===== src/rtl/seg_limit_unit.sv =====
// Legacy-mode range check on first and last byte
module seg_limit_unit #(
  parameter int LEG_W   = 32,
  parameter int RAW_W   = 20,
  parameter int GRAN_SH = 12,
  parameter int LEN_W   = 4,
  parameter int SMALL_W = 16
) (
  input  logic [RAW_W-1:0] lim_raw,
  input  logic             gran,
  input  logic             expdn,
  input  logic             big,
  input  logic [LEG_W-1:0] off,
  input  logic [LEN_W-1:0] len_m1,
  output logic             lim_bad
);
  localparam int EXT_W = LEG_W + 1;

  logic [LEG_W-1:0] eff_lim;
  logic [LEG_W-1:0] upper;
  logic [EXT_W-1:0] last_ext;
  logic [LEG_W-1:0] last_b;
  logic             wrap;

  always_comb begin
    eff_lim  = gran ? LEG_W'({lim_raw, {GRAN_SH{1'b1}}}) : LEG_W'(lim_raw);
    upper    = big ? {LEG_W{1'b1}} : LEG_W'({SMALL_W{1'b1}});
    last_ext = {1'b0, off} + EXT_W'(len_m1);
    wrap     = last_ext[LEG_W];
    last_b   = last_ext[LEG_W-1:0];
    if (wrap)
      lim_bad = 1'b1;
    else if (expdn)
      lim_bad = (off <= eff_lim) || (last_b > upper);
    else
      lim_bad = (last_b > eff_lim);
  end
endmodule


===== config.mk =====
export PLATFORM = sky130hd
export DESIGN_NAME = seg_limit_unit
export DESIGN_NICKNAME = d
export VERILOG_FILES = /design/src/rtl/seg_limit_unit.sv
export SDC_FILE = /design/constraint.sdc
export NUM_CORES = 1
export LEC_CHECK = 0
export ABC_CLOCK_PERIOD_IN_PS = 4300
export BUFFER_PORTS_ARGS = -buffer_cell sky130_fd_sc_hd__buf_2
export CELL_PAD_IN_SITES_DETAIL_PLACEMENT = 1
export CELL_PAD_IN_SITES_GLOBAL_PLACEMENT = 1
export CORE_ASPECT_RATIO = 1.75
export CORE_MARGIN = 3
export CORE_UTILIZATION = 38
export DETAILED_ROUTE_END_ITERATION = 6
export PLACE_DENSITY_LB_ADDON = 0.1
export SYNTH_ARGS = -nofsm -noshare
export SYNTH_HDL_FRONTEND = slang
export SYNTH_SLANG_ARGS = --single-unit

===== constraint.sdc =====
create_clock -name vclk -period 4.3
set_input_delay 0.645 -clock vclk [all_inputs]
set_output_delay 0.645 -clock vclk [all_outputs]
set_load 0.02 [all_outputs]

==> run summary, run 1 <==
Worst slew pin tran - 0.712 ns
Pin count of the biggest net entering global routing - 33
Total detailed-routing wirelength - 11000 um
Clk_buf instances - 0
Failing checks - negative setup slack
Hold WS - 1.69 ns
DRT Pass-1 Iters - 4
Initial Util - 0.398
Type of origin of the critical path - primary input
DR WL/cell - 20.6 um
Leakage dissipation - 1.83 nW
Element type at the critical path end - primary output
Fin nets - 600
Flip-flop and latch count - 0
I/O Buffers - 60
Synth unique cells - 48
RSZ-0062 raised after global routing - true
Number of global-route vias before repair - 3618
Synthesis-to-finish area growth - 42.4%
Drt via density - 6.05
Final setup margin - -0.412 ns
Endpoints failing setup - 1
Placed inst area - 3590 sq um
Detailed Route Iter0 Violations - 93
Status - finished with violations
FF/Latch Area - 0 sq um
Pwr/cell area - 106 nW/um^2
Setup Crit Path Kind - in2out
DR DRC count - 0
Die footprint - 8030 sq um
Layout Cells excl Fill - 536
Slew Limit Headroom - 0.526
Hold_buf cts - 0
Final Cell Area - 3760 sq um
Place WS - -0.615 ns
Maxcap violations - 0
Most frequent cells in the layout - 78 x ha_1, 60 x buf_4, 59 x buf_2
Final Max Slew Viols - 0
Boundary Pins - 60
FP Rows - 39
Via count - 3242
Die height - 116 um
Synthesized area - 2640 sq um
Arr. time, crit path - 4.07 ns
DIE WIDTH - 69.0 um
Final core utilization - 0.567
Worst vdd ir - 0.0460 mV
Placed instance count - 534
Initial antenna violation count - 0
Seq/Total Area, Yosys - 0
Worst EP required - 3.65 ns
Crit-path max FO - 5
DP HPWL - 9970 um
Syn_nets - 483
Syn Inst Count - 339
Synthesis warning total - 0
Core Box Area - 6640 sq um
Overflow after GRT - 0
Post-route ant nets - 0
Tcrit/Tclk final - 1.10
Routability cong. - 0.912
Antenna cells - 0
First-pass GRT wire length - 17600 um
Average cell area after synthesis - 7.80 sq um
Maximum clock frequency - 0.212 GHz
Worst Hold Class - in2out
Commonest non-fill, non-tap cell in the layout - ha_1
Post-layout min period - 4.71 ns
Layout cells sized above 1 - 0.368
GRT Overall Usage - 0.273
Hold Fails Final Rpt - 0
[through the flow]
stage	power [mW]	setup TNS, ns
floorplan	0.204	-0.0652
global placement	0.364	-0.550
detailed placement	0.382	-0.615
CTS	0.396	-0.399
global route	0.446	-0.545
finish	0.400	-0.412
[layer usage]
metal,track usage,vias up,share of wire
met5,0,-,0
met4,0.137,0,0.065
met3,0.0155,43,0.030
met2,0.573,92,0.57
met1,0.262,1561,0.34
li1,-,1546,-
[power breakdown]
part           switching [mW]  leakage [nW]  internal [mW]
clock                       0             0              0
sequential                  0             0              0
combinational           0.213          1.83          0.186
total                   0.213          1.83          0.186
[synthesized netlist by cell type, types with 2 or more instances]
| master | n | area share |
|---|---|---|
| clkbuf_1 | 4 | 0.0057 |
| xor2_1 | 5 | 0.017 |
| a211oi_1 | 5 | 0.014 |
| or4_1 | 2 | 0.0057 |
| nand2_1 | 33 | 0.047 |
| nand4_1 | 20 | 0.047 |
| a21oi_1 | 27 | 0.051 |
| o21ai_0 | 10 | 0.019 |
| o211ai_1 | 2 | 0.0057 |
| xnor2_1 | 23 | 0.076 |
| and2_1 | 4 | 0.0095 |
| a211oi_2 | 2 | 0.0095 |
| a221o_1 | 2 | 0.0076 |
| and4_1 | 8 | 0.027 |
| a221oi_1 | 3 | 0.0099 |
| mux2i_1 | 8 | 0.030 |
| and3_1 | 7 | 0.017 |
| a21o_1 | 8 | 0.023 |
| nor3_1 | 7 | 0.013 |
| ha_1 | 84 | 0.40 |
| nand3_1 | 24 | 0.045 |
| inv_1 | 8 | 0.011 |
| nor2_1 | 18 | 0.026 |
[cell families (layout without fill, tap and decap cells)]
group | after synthesis | count (layout) | synth area share
adder cells (fa/ha/maj) | 85 | 85 | 0.405
XOR/XNOR | 28 | 28 | 0.0928
AO/OA/AOI/OAI | 68 | 68 | 0.171
multiplexers | 8 | 8 | 0.0303
buffers and inverters | 13 | 128 | 0.0185
AND/OR/NAND/NOR | 137 | 137 | 0.282
[final timing paths]
check	start	endpoint	depth (start not counted)	slack, ns
setup / recovery	off[1]	lim_bad	16	-0.41
hold / removal	expdn	lim_bad	4	1.69
[repair_timing]
action	CTS	global route
buffers inserted	2	0
resized for setup	19	5
setup endpoints to repair	1	1
pin swaps	17	3
[worst max-delay path: stages]
cell and delay, ns:
buf_2 0.14, ha_4 0.23, a211o_1 0.34, a21oi_4 0.18, nor3_4 0.06, and3_4 0.21, and3_4 0.18, buf_4 0.14
xor2_1 0.17, ha_1 0.31, nand4_1 0.10, or4_4 0.56, or4_4 0.43, a21oi_2 0.15, o21ai_2 0.06, buf_4 0.16
[area by class of cell]
| cell class | instances | area, sq um |
|---|---|---|
| fill | 846 | 2870 |
| multi-input combinational | 326 | 2870 |
| timing repair buffer | 120 | 766 |
| tap | 82 | 103 |
| inverter | 8 | 30.0 |
(Power assumes the default switching activity.)
==> inputs of run 2 (changes only) <==
--- a/config.mk
+++ b/config.mk
@@ -5,14 +5,15 @@
 export SDC_FILE = /design/constraint.sdc
 export NUM_CORES = 1
 export LEC_CHECK = 0
-export ABC_CLOCK_PERIOD_IN_PS = 4300
+export ABC_CLOCK_PERIOD_IN_PS = 5300
 export BUFFER_PORTS_ARGS = -buffer_cell sky130_fd_sc_hd__buf_2
 export CELL_PAD_IN_SITES_DETAIL_PLACEMENT = 1
 export CELL_PAD_IN_SITES_GLOBAL_PLACEMENT = 1
-export CORE_ASPECT_RATIO = 1.75
+export CORE_ASPECT_RATIO = 0.75
 export CORE_MARGIN = 3
-export CORE_UTILIZATION = 38
+export CORE_UTILIZATION = 40
 export DETAILED_ROUTE_END_ITERATION = 6
+export MAX_ROUTING_LAYER = met4
 export PLACE_DENSITY_LB_ADDON = 0.1
 export SYNTH_ARGS = -nofsm -noshare
 export SYNTH_HDL_FRONTEND = slang
==> constraint.sdc (replaced) <==
create_clock -name vclk -period 5.3
set_input_delay 0.795 -clock vclk [all_inputs]
set_output_delay 0.795 -clock vclk [all_outputs]
set_load 0.02 [all_outputs]
==> run summary, run 2 (synthesis results as in run 1) <==
Status - finished clean
DP HPWL - 8700 um (-13%)
Pin count of the biggest net entering global routing - 28 (-15%)
Crit-path max FO - 3 (-2)
Comb pwr share - 1.000 (about the same)
Slew Limit Headroom - 0.554 (+0.0281)
CP Cell Sequence - buf_2 > ha_4 > fa_2 > a211oi_4 > nor4_2 > and2_4 > buf_12 > nand3_2 > xnor2_2 > ha_1 > and4_4 > nand4_1 > or4b_4 > a2111oi_4 > o2111ai_2 > a211oi_2 > o21ai_1 > buf_4
Antenna cells - 0 (unchanged)
DR DRC count - 0 (unchanged)
Final setup margin - 0.0578 ns (+0.470 ns)
Hold Fails Final Rpt - 0 (unchanged)
First-pass GRT wire length - 15600 um (-11%)
DIE WIDTH - 99.9 um (+45%)
DR WL/cell - 20.5 um (-0.24%)
Initial antenna violation count - 0 (unchanged)
CP max stage cell - or4b_4
Arr. time, crit path - 4.45 ns (+0.38 ns)
Final core utilization - 0.559 (-0.00842)
Clk pwr share - 0 (unchanged)
Clk_buf instances - 0 (unchanged)
Hold_buf cts - 0 (unchanged)
Flip-flop and latch count - 0 (unchanged)
Element type at the critical path end - primary output
Overflow after GRT - 0 (unchanged)
Die footprint - 7630 sq um (-5.0%)
Maximum clock frequency - 0.191 GHz
Net Sw Power - 0.166 mW (-22%)
DRT Pass-1 Iters - 5 (+1)
Tcrit/Tclk final - 0.989
Worst slew pin tran - 0.663 ns (-0.0483 ns)
Synthesis-to-finish area growth - 28.9%
Crit path largest cell delay - 0.54 ns (-0.02 ns)
Setup Crit Path Kind - in2out
Die height - 76.4 um (-34%)
Initial Util - 0.433 (+0.0353)
Place WS - -0.176 ns (+0.439 ns)
Most frequent cells in the layout - 81 x ha_1, 58 x buf_2, 33 x nand2_1
Tot Pwr - 0.294 mW (-26%)
Commonest non-fill, non-tap cell in the layout - ha_1
Hold WS - 2.05 ns (+0.363 ns)
Final Max Slew Viols - 0 (unchanged)
Worst EP required - 4.51 ns (+0.86 ns)
Layout Cells excl Fill - 499 (-6.9%)
Detailed Route Iter0 Violations - 153 (+65%)
I/O Buffers - 60 (unchanged)
Boundary Pins - 60 (unchanged)
Layout cells sized above 1 - 0.287 (-0.0804)
Switching fraction of total power - 0.564 (+0.0302)
Routability cong. - 0.948 (+3.9%)
Post-route ant nets - 0 (unchanged)
Internal - 0.128 mW (-31%)
Number of global-route vias before repair - 3018 (-17%)
CP endpoint - lim_bad
Placed instance count - 494 (-7.5%)
Worst vdd ir - 0.0479 mV (+4.2%)
Total detailed-routing wirelength - 10200 um (-7.1%)
Core Box Area - 6100 sq um (-8.1%)
Via count - 3082 (-4.9%)
Drt via density - 6.18 (+2.1%)
Pwr/cell area - 86.2 nW/um^2 (-19%)
FF/Latch Area - 0 sq um (unchanged)
Leakage dissipation - 1.64 nW (-10%)
Fin nets - 567 (-5.5%)
Endpoints failing setup - 0 (-1)
Type of origin of the critical path - primary input
Worst Hold Class - in2out
Register share of total power - 0 (unchanged)
Beginning of the critical path - off[0]
Maxcap violations - 0 (unchanged)
GRT Overall Usage - 0.258 (-0.0150)
Post-layout min period - 5.24 ns
FP Rows - 24 (-38%)
run 2: cell count changes in the layout (fill, tap and decap cells not counted), sizes merged:
cell	delta
buf	-34
clkbuf	+1
run 2: worst min path at each step:
stage | start | end | slack [ns] | depth (start not counted)
after floorplan | off[31] | lim_bad | 1.78 | 2
after global placement | expdn | lim_bad | 2.07 | 4
after detailed placement | expdn | lim_bad | 2.06 | 4
after CTS | expdn | lim_bad | 2.07 | 4
after global routing | expdn | lim_bad | 2.05 | 4
final | expdn | lim_bad | 2.05 | 4
run 2: routing by layer:
layer  vias to the layer above  wire length, um  global-route usage
met5                         -                0                   -
met4                         0               49             0.00136
met3                         6              611             0.00549
met2                       112             4610               0.413
met1                      1482             4970               0.384
li1                       1482                -                   -
run 2: final cells by class:
class	instances	area, sq um
Tap cell	78	97.6
Multi-Input combinational cell	326	2750
Fill cell	782	2690
Inverter	8	30.0
Timing Repair Buffer	87	524
run 2: repair_timing:
| action | in CTS | in global routing |
|---|---|---|
| pin swaps | 4 | 23 |
| gates resized for setup | 10 | 24 |
| endpoints found under the setup margin | 1 | 1 |
| setup buffers | 0 | 5 |
run 2: worst max-delay path: cells and delay by family:
kind / cells / cell delay, ns
adders and majority gates: 3 / 0.87
and+or+nand+nor: 6 / 1.21
AOI/OAI and AO/OA: 5 / 1.05
buffers and inverters: 3 / 0.41
xor gates and xnor gates: 1 / 0.08
run 2: power by group through the flow:
stage	clock, mW	combinational, mW	sequential [mW]
after floorplan	0	0.158	0
final	0	0.294	0
after detailed placement	0	0.269	0
after global placement	0	0.257	0
after CTS	0	0.274	0
after global routing	0	0.326	0
run 2: stage by stage:
stage / TNS (ns) / instance area (sq um)
3_5_place_dp: -0.176 / 3190
5_1_grt: -0.0686 / 3410
6_report: 0 / 3410
2_1_floorplan: 0 / 2640
4_1_cts: 0 / 3220
3_3_place_gp: -0.0331 / 3190
==> inputs of run 3 (changes only) <==
--- a/config.mk
+++ b/config.mk
@@ -10,7 +10,7 @@
 export CELL_PAD_IN_SITES_DETAIL_PLACEMENT = 1
 export CELL_PAD_IN_SITES_GLOBAL_PLACEMENT = 1
 export CORE_ASPECT_RATIO = 0.75
-export CORE_MARGIN = 3
+export CORE_MARGIN = 5
 export CORE_UTILIZATION = 40
 export DETAILED_ROUTE_END_ITERATION = 6
 export MAX_ROUTING_LAYER = met4
==> run summary, run 3 (synthesis results as in run 1) <==
Final Max Slew Viols - 0 (unchanged)
Worst vdd ir - 0.0414 mV (-14%)
Hold_buf cts - 0 (unchanged)
CP max stage cell - a311o_1
Pin count of the biggest net entering global routing - 33 (+18%)
Arr. time, crit path - 4.38 ns (-0.07 ns)
Crit path largest cell delay - 0.33 ns (-0.21 ns)
Hold WS - 2.06 ns (+0.00819 ns)
Post-layout min period - 5.17 ns (-0.0683 ns)
Maximum clock frequency - 0.193 GHz (+1.3%)
FP Rows - 25 (+4.2%)
Post-route ant nets - 0 (unchanged)
Met1 Usage GRT - 0.340 (-0.0437)
Initial Util - 0.416 (-0.0173)
Core Box Area - 6350 sq um (+4.2%)
Maxcap violations - 0 (unchanged)
CP Cell Sequence - buf_2 > ha_4 > buf_4 > nor2_1 > nor4_2 > and2_4 > and4_4 > nand4_1 > xnor2_2 > buf_4 > ha_1 > nand4_1 > nor2_2 > buf_4 > a221o_1 > a311o_1 > a211oi_2 > o21ai_1 > buf_4
Drt via density - 5.90 (-4.4%)
Worst EP required - 4.51 ns (about the same)
Status - finished clean
Worst slew pin tran - 0.659 ns (-0.00448 ns)
Clk_buf instances - 0 (unchanged)
Boundary Pins - 60 (unchanged)
Setup Crit Path Kind - in2out
Setup TNS - 0 ns (unchanged)
Type of origin of the critical path - primary input
Delay-heaviest family, CP - simple AND/OR/NAND/NOR gates
Detailed Route Iter0 Violations - 130 (-15%)
Fillcell total - 811 (+3.7%)
DIE WIDTH - 104 um (+4.0%)
I/O Buffers - 60 (unchanged)
Grt met3 use - 0.00803 (+0.00254)
Number of global-route vias before repair - 3093 (+2.5%)
Element type at the critical path end - primary output
Synthesis-to-finish area growth - 28.5%
Leakage dissipation - 1.65 nW (+0.50%)
Endpoints failing setup - 0 (unchanged)
DP HPWL - 8840 um (+1.6%)
Initial antenna violation count - 0 (unchanged)
Top cell by count, worst path - buf_4
Global route hottest layer - met2
Place WS - -0.110 ns (+0.0661 ns)
Layout cells sized above 1 - 0.284 (-0.00303)
Met2 usage - 0.383 (-0.0305)
Commonest non-fill, non-tap cell in the layout - ha_1
Total detailed-routing wirelength - 9900 um (-3.4%)
FF/Latch Area - 0 sq um (unchanged)
GRT Overall Usage - 0.234 (-0.0242)
Final setup margin - 0.126 ns (+0.0683 ns)
Crit-path max FO - 5 (+2)
Routability cong. - 0.926 (-2.3%)
DR WL/cell - 19.4 um (-5.5%)
DR DRC count - 0 (unchanged)
Fin nets - 575 (+1.4%)
Die height - 80.4 um (+5.2%)
Pwr/cell area - 86.2 nW/um^2 (about the same)
Tcrit/Tclk final - 0.976 (-0.0129)
Antenna cells - 0 (unchanged)
Tot Pwr - 0.293 mW (-0.39%)
Die footprint - 8350 sq um (+9.5%)
Overflow after GRT - 0 (unchanged)
First-pass GRT wire length - 15700 um (+0.80%)
DRT Pass-1 Iters - 4 (-1)
Worst path bufs/invs - 5 (+2)
Hold Fails Final Rpt - 0 (unchanged)
Most frequent cells in the layout - 81 x ha_1, 59 x buf_2, 36 x buf_4
Via count - 3010 (-2.3%)
Flip-flop and latch count - 0 (unchanged)
Worst Hold Class - in2out
Slew Limit Headroom - 0.561 (+0.00707)
[run 3: changes by cell type in the layout (fill, tap and decap cells not counted), moves of 2 or more]
cell	before	now
nand3_2	4	1
xnor2_1	19	21
xnor2_2	4	2
buf_4	26	36
nand3_1	21	24
[run 3: final cells by class]
type,count,area [sq um],share of cell area
Tap cell,81,101,0.0299
Multi-Input combinational cell,326,2700,0.795
Timing Repair Buffer,95,566,0.167
Inverter,8,30.0,0.00885
[run 3: tightest hold or removal path, delay by kind of cell]
kind	cells	cell delay, ns
AOI/OAI and AO/OA	2	0.19
buffers and inverters	2	0.28
[run 3: path summary, 6_finish.rpt]
kind	startpoint	end	slack [ns]	depth (start not counted)
hold / removal	expdn	lim_bad	2.06	4
setup / recovery	off[3]	lim_bad	0.13	19
[run 3: per-stage QoR]
step	cells	area, sq um	utilization
global placement	505	3250	0.512
CTS	505	3260	0.513
floorplan	339	2640	-
global route	510	3390	0.535
detailed placement	505	3250	0.512
finish	510	3390	0.535
[run 3: repair_timing]
| item | in CTS | in global routing |
|---|---|---|
| pin swaps | 3 | 18 |
| hold endpoints to repair | 0 | 0 |
| setup buffers | 0 | 5 |
| setup endpoints to repair | 1 | 1 |
| resized for setup | 5 | 18 |
[run 3: per-layer routing]
metal,vias up,routed length [um]
li1,1499,-
met1,1448,5110
met2,61,4330
met3,2,436
met4,0,23
met5,-,0
[run 3: power by group]
group / internal (mW) / leakage (nW) / switching (mW)
Combinational: 0.133 / 1.65 / 0.160
Clock: 0 / 0 / 0
Sequential: 0 / 0 / 0
